**src/rtl/sfg_pkg.sv**
```systemverilog
package sfg_pkg;
   localparam int STATUS_W   = 8;
   localparam int BIT_BUSY   = 7;
   localparam int BIT_XFER   = 6;
   localparam int BIT_WREN   = 4;

   typedef struct packed {
      logic busy;
      logic xfer;
      logic wren;
   } sfg_flags_t;

   function automatic logic [STATUS_W-1:0] pack_status(sfg_flags_t f);
      logic [STATUS_W-1:0] s;
      s = '0;
      s[BIT_BUSY] = f.busy;
      s[BIT_XFER] = f.xfer;
      s[BIT_WREN] = f.wren;
      return s;
   endfunction
endpackage

```
**src/rtl/sfg_activity_track.sv**
```systemverilog
module sfg_activity_track (
   input  logic clk,
   input  logic rst_n,
   input  logic start_ev,
   input  logic done_ev,
   output logic active
);
   always_ff @(posedge clk or negedge rst_n) begin
      if (!rst_n)        active <= 1'b0;
      else if (start_ev) active <= 1'b1;
      else if (done_ev)  active <= 1'b0;
   end

   AST_START_SETS: assert property (@(posedge clk) disable iff (!rst_n)
      start_ev |=> active);
   AST_DONE_CLEARS: assert property (@(posedge clk) disable iff (!rst_n)
      (done_ev && !start_ev) |=> !active);
   AST_IDLE_HOLDS: assert property (@(posedge clk) disable iff (!rst_n)
      (!done_ev && !start_ev) |=> $stable(active));
endmodule

```
**src/rtl/sfg_enable_latch.sv**
```systemverilog
module sfg_enable_latch (
   input  logic clk,
   input  logic rst_n,
   input  logic en_cmd,
   input  logic dis_cmd,
   input  logic wp_n,
   output logic wren
);
   logic nxt;

   always_comb begin
      nxt = wren;
      if (en_cmd)  nxt = wp_n;
      if (dis_cmd) nxt = 1'b0;
   end

   always_ff @(posedge clk or negedge rst_n) begin
      if (!rst_n) wren <= 1'b0;
      else        wren <= nxt;
   end

   AST_DIS_CLEARS: assert property (@(posedge clk) disable iff (!rst_n)
      dis_cmd |=> !wren);
   AST_EN_SETS: assert property (@(posedge clk) disable iff (!rst_n)
      (en_cmd && wp_n && !dis_cmd) |=> wren);
   AST_WP_BLOCKS: assert property (@(posedge clk) disable iff (!rst_n)
      (en_cmd && !wp_n) |=> !wren);
endmodule

```
**src/rtl/sfg_range_map.sv**
```systemverilog
module sfg_range_map #(
   parameter int SECTOR_W = 9,
   parameter int CODE_W   = 4,
   parameter int GRAN     = 32
) (
   input  logic [CODE_W-1:0]   code,
   input  logic                from_top,
   input  logic [SECTOR_W-1:0] sector,
   output logic                hit
);
   localparam int SPAN_W    = SECTOR_W + 1;
   localparam int NSECT     = 1 << SECTOR_W;
   localparam int MAX_CODE  = (1 << CODE_W) - 1;
   localparam bit GRAN_POW2 = (GRAN > 0) && ((GRAN & (GRAN - 1)) == 0);
   localparam int GRAN_LOG  = $clog2(GRAN);

   if ((MAX_CODE - 1) * GRAN >= NSECT) begin : g_bad_span
      $error("sfg_range_map: largest partial span exceeds sector count");
   end
   if (GRAN < 1) begin : g_bad_gran
      $error("sfg_range_map: granularity must be positive");
   end

   logic [SPAN_W-1:0] span;
   logic [SPAN_W-1:0] top_base;
   logic [SPAN_W-1:0] sec_w;

   if (GRAN_POW2) begin : g_shift
      assign span = SPAN_W'(code) << GRAN_LOG;
   end else begin : g_mult
      assign span = SPAN_W'(code) * SPAN_W'(GRAN);
   end

   assign top_base = SPAN_W'(NSECT) - span;
   assign sec_w    = {1'b0, sector};

   always_comb begin
      if (code == '0)                   hit = 1'b0;
      else if (code == CODE_W'(MAX_CODE)) hit = 1'b1;
      else if (from_top)                hit = (sec_w >= top_base);
      else                              hit = (sec_w < span);
   end
endmodule

```
**src/rtl/sflash_status_guard.sv**
```systemverilog
module sflash_status_guard #(
   parameter int SECTOR_W = 9,
   parameter int CODE_W   = 4,
   parameter int GRAN     = 32
) (
   input  logic                clk,
   input  logic                rst_n,
   input  logic                wr_enable,
   input  logic                wr_disable,
   input  logic                prog_start,
   input  logic                prog_done,
   input  logic                xfer_start,
   input  logic                xfer_done,
   input  logic                wp_n,
   input  logic [CODE_W-1:0]   prot_code,
   input  logic                prot_top,
   input  logic [SECTOR_W-1:0] sector,
   output logic [7:0]          status_byte,
   output logic                write_ok
);
   import sfg_pkg::*;

   if (SECTOR_W < 2 || SECTOR_W > 24) begin : g_bad_sw
      $error("sflash_status_guard: SECTOR_W out of range");
   end
   if (CODE_W < 2) begin : g_bad_cw
      $error("sflash_status_guard: CODE_W too small");
   end

   logic       prog_act;
   logic       xfer_act;
   logic       wren;
   logic       prot_hit;
   sfg_flags_t flags;
   logic [STATUS_W-1:0] st;

   sfg_activity_track u_prog (
      .clk(clk), .rst_n(rst_n),
      .start_ev(prog_start), .done_ev(prog_done), .active(prog_act));

   sfg_activity_track u_xfer (
      .clk(clk), .rst_n(rst_n),
      .start_ev(xfer_start), .done_ev(xfer_done), .active(xfer_act));

   sfg_enable_latch u_wren (
      .clk(clk), .rst_n(rst_n),
      .en_cmd(wr_enable), .dis_cmd(wr_disable), .wp_n(wp_n), .wren(wren));

   sfg_range_map #(.SECTOR_W(SECTOR_W), .CODE_W(CODE_W), .GRAN(GRAN)) u_range (
      .code(prot_code), .from_top(prot_top), .sector(sector), .hit(prot_hit));

   always_comb begin
      flags.busy = prog_act | xfer_act;
      flags.xfer = xfer_act;
      flags.wren = wren;
      st = pack_status(flags);
   end

   for (genvar b = 0; b < STATUS_W; b++) begin : g_status
      assign status_byte[b] = st[b];
   end

   assign write_ok = flags.wren & ~flags.busy & ~prot_hit;

   AST_BUSY_COVERS_XFER: assert property (@(posedge clk) disable iff (!rst_n)
      status_byte[BIT_XFER] |-> status_byte[BIT_BUSY]);
   AST_WRITE_NEEDS_FLAGS: assert property (@(posedge clk) disable iff (!rst_n)
      write_ok |-> (status_byte[BIT_WREN] && !status_byte[BIT_BUSY]));
   AST_FULL_CODE_BLOCKS: assert property (@(posedge clk) disable iff (!rst_n)
      (prot_code == '1) |-> !write_ok);
   AST_RESERVED_ZERO: assert property (@(posedge clk) disable iff (!rst_n)
      (status_byte[5] == 1'b0) && (status_byte[3:0] == 4'b0));
endmodule

```
**config.mk**
```make
export PLATFORM = sky130hd
export DESIGN_NAME = sflash_status_guard
export DESIGN_NICKNAME = d
export VERILOG_FILES = /design/src/rtl/sfg_pkg.sv /design/src/rtl/sfg_activity_track.sv /design/src/rtl/sfg_enable_latch.sv /design/src/rtl/sfg_range_map.sv /design/src/rtl/sflash_status_guard.sv
export SDC_FILE = /design/constraint.sdc
export NUM_CORES = 1
export LEC_CHECK = 0
export BUFFER_PORTS_ARGS = -buffer_cell sky130_fd_sc_hd__buf_4
export CAP_MARGIN = 20
export CORE_MARGIN = 5
export CORE_UTILIZATION = 30
export CTS_CLUSTER_SIZE = 14
export DETAILED_ROUTE_END_ITERATION = 12
export HOLD_SLACK_MARGIN = 0.06
export MAX_ROUTING_LAYER = met4
export PLACE_DENSITY_LB_ADDON = 0.15
export SKIP_LAST_GASP = 1
export SYNTH_ARGS = -nofsm -noshare
export SYNTH_HDL_FRONTEND = slang
export SYNTH_SLANG_ARGS = --single-unit
```
**constraint.sdc**
```tcl
create_clock -name clk -period 3.1 [get_ports clk]
set_input_delay 0.465 -clock clk [delete_from_list [all_inputs] [get_ports clk]]
set_output_delay 0.465 -clock clk [all_outputs]
set_load 0.02 [all_outputs]
```
; After elaboration in Yosys (flattened, before gate mapping)
; Cells that the tools add are included.
; Widths: inputs -> output; s select.
[totals]
out_inout_bits = 9
regBits = 3
in_bits = 23
[classes]
bitwise_logic = 5
add_sub_neg = 1
magnitude_cmp = 2
eq_ne = 1
muxes = 9
reduce_logical = 4
[ops]
columns = op, count
row1 = $ge 9x10->1, 1
row2 = $sub 10x9->10 const A, 1
row3 = $lt 9x9->1, 1
row4 = $mux 1, 9
row5 = $reduce_bool 2->1, 3
row6 = $eq 4x4->1 const B, 1
row7 = $logic_not 4->1, 1
row8 = $and 1x1->1, 2
row9 = $not 1->1, 2
row10 = $or 1x1->1, 1

; Logic depth before layout (Yosys ltp)
[logic_depth]
depth_word = 7
depth_mapped = 7

; Hierarchy
; From an unflattened synthesis, not the netlist that was laid out.
[hier_totals]
hier_cells = 53
hier_area_um2 = 451.7
[modules_own_cells]
columns = mod, cells_each, area_each_um2, seq_area_each_um2, n_inst
row1 = sfg_range_map, 34, 262.8, 0.0, 1
row2 = sflash_status_guard, 10, 77.6, 0.0, 1
row3 = sfg_activity_track, 3, 36.3, 25.0, 2
row4 = sfg_enable_latch, 3, 38.8, 25.0, 1

; Least setup slack after synthesis
; Ideal clock, no wire load.
[synth_timing]
path_type = input port to output port
from = input prot_code[2]
to = output write_ok
cell_stages = 6
setup_slack_ns = 0.913
t_arrival_ns = 1.722
cell_sequence = nor3_1 xnor2_1 ha_1 a2111oi_4 o221ai_2 o32ai_1
[synth_between]
elab_chain_cells = 7
[synth_rtl]
columns = element, line_no
row1 = start: declaration, sflash_status_guard.sv:15  ; input logic [CODE_W-1:0] prot_code,
row2 = $sub 10x9->10, sfg_range_map.sv:34  ; assign top_base = SPAN_W'(NSECT) - span;
row3 = $ge 9x10->1, sfg_range_map.sv:40  ; else if (from_top) hit = (sec_w >= top_base);
row4 = $mux 1, sfg_range_map.sv:40
row5 = $mux 1, sfg_range_map.sv:39  ; else if (code == CODE_W'(MAX_CODE)) hit = 1'b1;
row6 = $mux 1 (*), sfg_range_map.sv:38  ; if (code == '0) hit = 1'b0;
row7 = $not 1->1 (*), sflash_status_guard.sv:63  ; assign write_ok = flags.wren & ~flags.busy & ~prot_hit;
row8 = $and 1x1->1 (*), sflash_status_guard.sv:63
row9 = end: declaration, sflash_status_guard.sv:19  ; output logic write_ok
; Every way passes the cells marked *; elsewhere a longest branch is shown, timed or not.

; Worst setup path in the final report
; Same ends and word-level chain as after synthesis.

==> results.py <==
metrics = {
    "sta": {
        "max_freq_ghz": 0.4244,
        "hold_viol": 0,
        "skew_ps": 0,
        "finalCritPeriodShare": 0.7600,
        "layout_min_cycle_time_ps": 2356,
        "hold_ws_ps": 374.1,
        "maxSlewViolCount": 0,
        "tns_ps": 0,
        "rsz0062_at_grt": "no",
        "setup_viol": 0,
    },
    "floorplan": {
        "die_w_um": 49.44,
        "rows": 14,
        "die_h_um": 49.44,
        "core-area_sq_um": 1489,
        "dieArea_sq_um": 2444,
        "pin_count": 32,
        "start_util": 0.3134,
    },
    "placement": {
        "gp_congestion": 0.6614,
        "io_buffers": 26,
        "place_hpwl_um": 911.3,
        "placed_area_sq_um": 644.4,
    },
    "route": {
        "vias": 426,
        "drtIter0Drc": 2,
        "route.antenna.remaining_nets": 0,
        "routed_wl_um": 991,
        "first_pass_iters": 3,
        "drc": 0,
        "vias_per_cell": 4.392,
        "detail_route.wl_per_cell_um": 10.22,
    },
    "logic_synthesis": {
        "synth_top_area_cell": "ha_1",
        "ys_ff_latch": 3,
        "netlist_instances": 53,
        "netlist_area_sq_um": 466.7,
        "yosysUniqueCellTypes": 27,
        "yosysTopAreaCellShare": 0.2413,
        "postSynthAreaPerCell_sq_um": 8.806,
        "synth.yosys.seq_area_share": 0.1609,
        "synth.area.top_cells": "ha_1 24%, dfrtp_1 16%, buf_4 11%",
        "yosys_warnings": 0,
    },
    "setup_path": {
        "cp_data_required_time_ps": 2630,
        "path_common_cell": "buf_4",
        "critPathSlowestCell": "a2111oi_4",
        "ff2ff_setup_slack_ps": 2410,
        "critical_path.cell_chain": "buf_4 > nor3_1 > xnor2_1 > ha_1 > a2111oi_4 > o221ai_2 > o32ai_1 > buf_4",
        "path_class": "input port to output pin",
        "crit_path_end_kind": "output pin",
        "cpPeakStageDelay_ps": 300,
        "arrival_ps": 1890,
        "crit_fanout": 5,
        "setup.worst_path.start_class": "input port",
    },
    "global_route": {
        "grtUsageTotal": 0.08917,
        "top_usage_layer": "met2",
        "grtUsageMet2": 0.1245,
        "grt_overflow": 0,
        "grt_antenna_before_repair": 0,
        "grt_use_met3": 0.05505,
        "grt_pass1_vias": 398,
        "grt_max_degree": 6,
        "grt_util_met1": 0.1004,
        "grt_first_pass_wirelength_um": 1621,
    },
    "power_and_ir_drop": {
        "power.leakage_nw": 0.3657,
        "peakVddDrop_mv": 0.2306,
        "power_mw": 0.1837,
        "p_per_area_nw_per_um2": 269.8,
    },
    "final_layout": {
        "final_cell_mix": "26 x buf_4, 9 x inv_1, 9 x ha_1",
        "mostFrequentLayoutCell": "buf_4",
        "fin_nets": 114,
        "final_layout_size_suffix_gt1_frac": 0.4198,
        "antenna_cells": 0,
        "areaGrowthSynthToFinish_pct": 45.84,
        "fin_area_sq_um": 680.7,
    },
    "min_path": {
        "min_path_type": "input port to register",
    },
    "clock_network": {
        "postCtsSetupBuffers": 0,
        "clockBufferDepth": 2,
        "cts_max_level": 1,
        "insertion_delay_ps": 230,
        "cts.sinks": 3,
        "cts_buffers": 3,
        "cts-root-buf": "clkbuf_4",
        "clkTransAtPathRegs_ps": 40,
        "cts_tree": "yes",
    },
    "run_status": {
        "status": "complete, no violations",
    },
    "run": {
        "max-cap-violations": 0,
    },
}
==> what timing repair did <==
item                                   CTS  global route
endpoints found under the hold margin    3             0
hold buffers                             1             0
gates resized for setup                  0             0
==> cells in the mapped netlist (all sizes together) <==
cell type / count
or3b: 1
nand3b: 1
a21oi: 2
conb: 1
mux2i: 1
inv: 9
o21ai: 1
o32ai: 1
nand3: 1
a211oi: 1
a2111oi: 1
xor2: 1
dfrtp: 3
ha: 9
and3: 1
nor2: 2
nand2b: 1
nor3: 1
buf: 7
o221ai: 1
xnor2: 1
nor4: 1
a21o: 2
or2: 2
nand2: 1
==> path summary, 6_finish.rpt <==
| kind | from | end | cells past startpoint |
|---|---|---|---|
| min | wr_disable | u_wren.wren | 2 |
| min in group asynchronous | rst_n | u_wren.wren | 2 |
| max reg2reg | u_prog.active | u_prog.active | 1 |
| min reg2reg | u_prog.active | u_prog.active | 1 |
| max | prot_code[2] | write_ok | 8 |
| max in group asynchronous | rst_n | u_prog.active | 2 |
==> report_power, final <==
group / switching (mW) / leakage [nW] / internal (mW)
sequential: 0.00168 / 0.0348 / 0.0419
combinational: 0.0333 / 0.316 / 0.0369
clock: 0.0215 / 0.0150 / 0.0483
==> routing by layer <==
metal | wire length (um) | vias to the layer above
li1 | - | 227
met1 | 412 | 178
met2 | 482 | 21
met3 | 95 | 0
met4 | 0 | 0
met5 | 0 | -
==> cell families (layout without fill, tap and decap cells) <==
logic type,Yosys count,count (layout),share of synthesized area
adders and majority gates,9,9,0.2413
muxes,1,1,0.02145
AOI/OAI and AO/OA,9,9,0.1930
other,1,5,0.008035
and+or+nand+nor,12,12,0.1528
DFF,3,3,0.1609
buffers and inverters,16,40,0.1850
xor gates and xnor gates,2,2,0.03754
==> state kept, by name, indices dropped and copies added, names as in the netlist <==
register / count
u_prog.active: 1
u_wren.wren: 1
u_xfer.active: 1
==> metrics by stage <==
stage | instances | utilization | setup WS (ps)
after global placement | 92 | 0.4328 | 699.3
after CTS | 97 | 0.4571 | 725.9
after global routing | 97 | 0.4571 | 607.1
final | 97 | 0.4571 | 744.0
after detailed placement | 92 | 0.4328 | 734.5
after floorplan | 57 | - | 913.5
==> critical path, delay by kind of cell <==
| family | cells | cell delay, ps |
|---|---|---|
| XOR/XNOR | 1 | 100 |
| AO/OA/AOI/OAI | 3 | 540 |
| AND/OR/NAND/NOR | 1 | 250 |
| buffers and inverters | 2 | 320 |
| adder cells (fa/ha/maj) | 1 | 210 |
==> area by class of cell <==
type	count	area (sq um)
Inverter	9	33.78
Timing Repair Buffer	27	205.2
Clock buffer	4	26.28
Sequential cell	3	75.07
Tap cell	16	20.02
Fill cell	154	808.3
Multi-Input combinational cell	38	320.3
No activity file was read; power rests on OpenSTA's default activity.
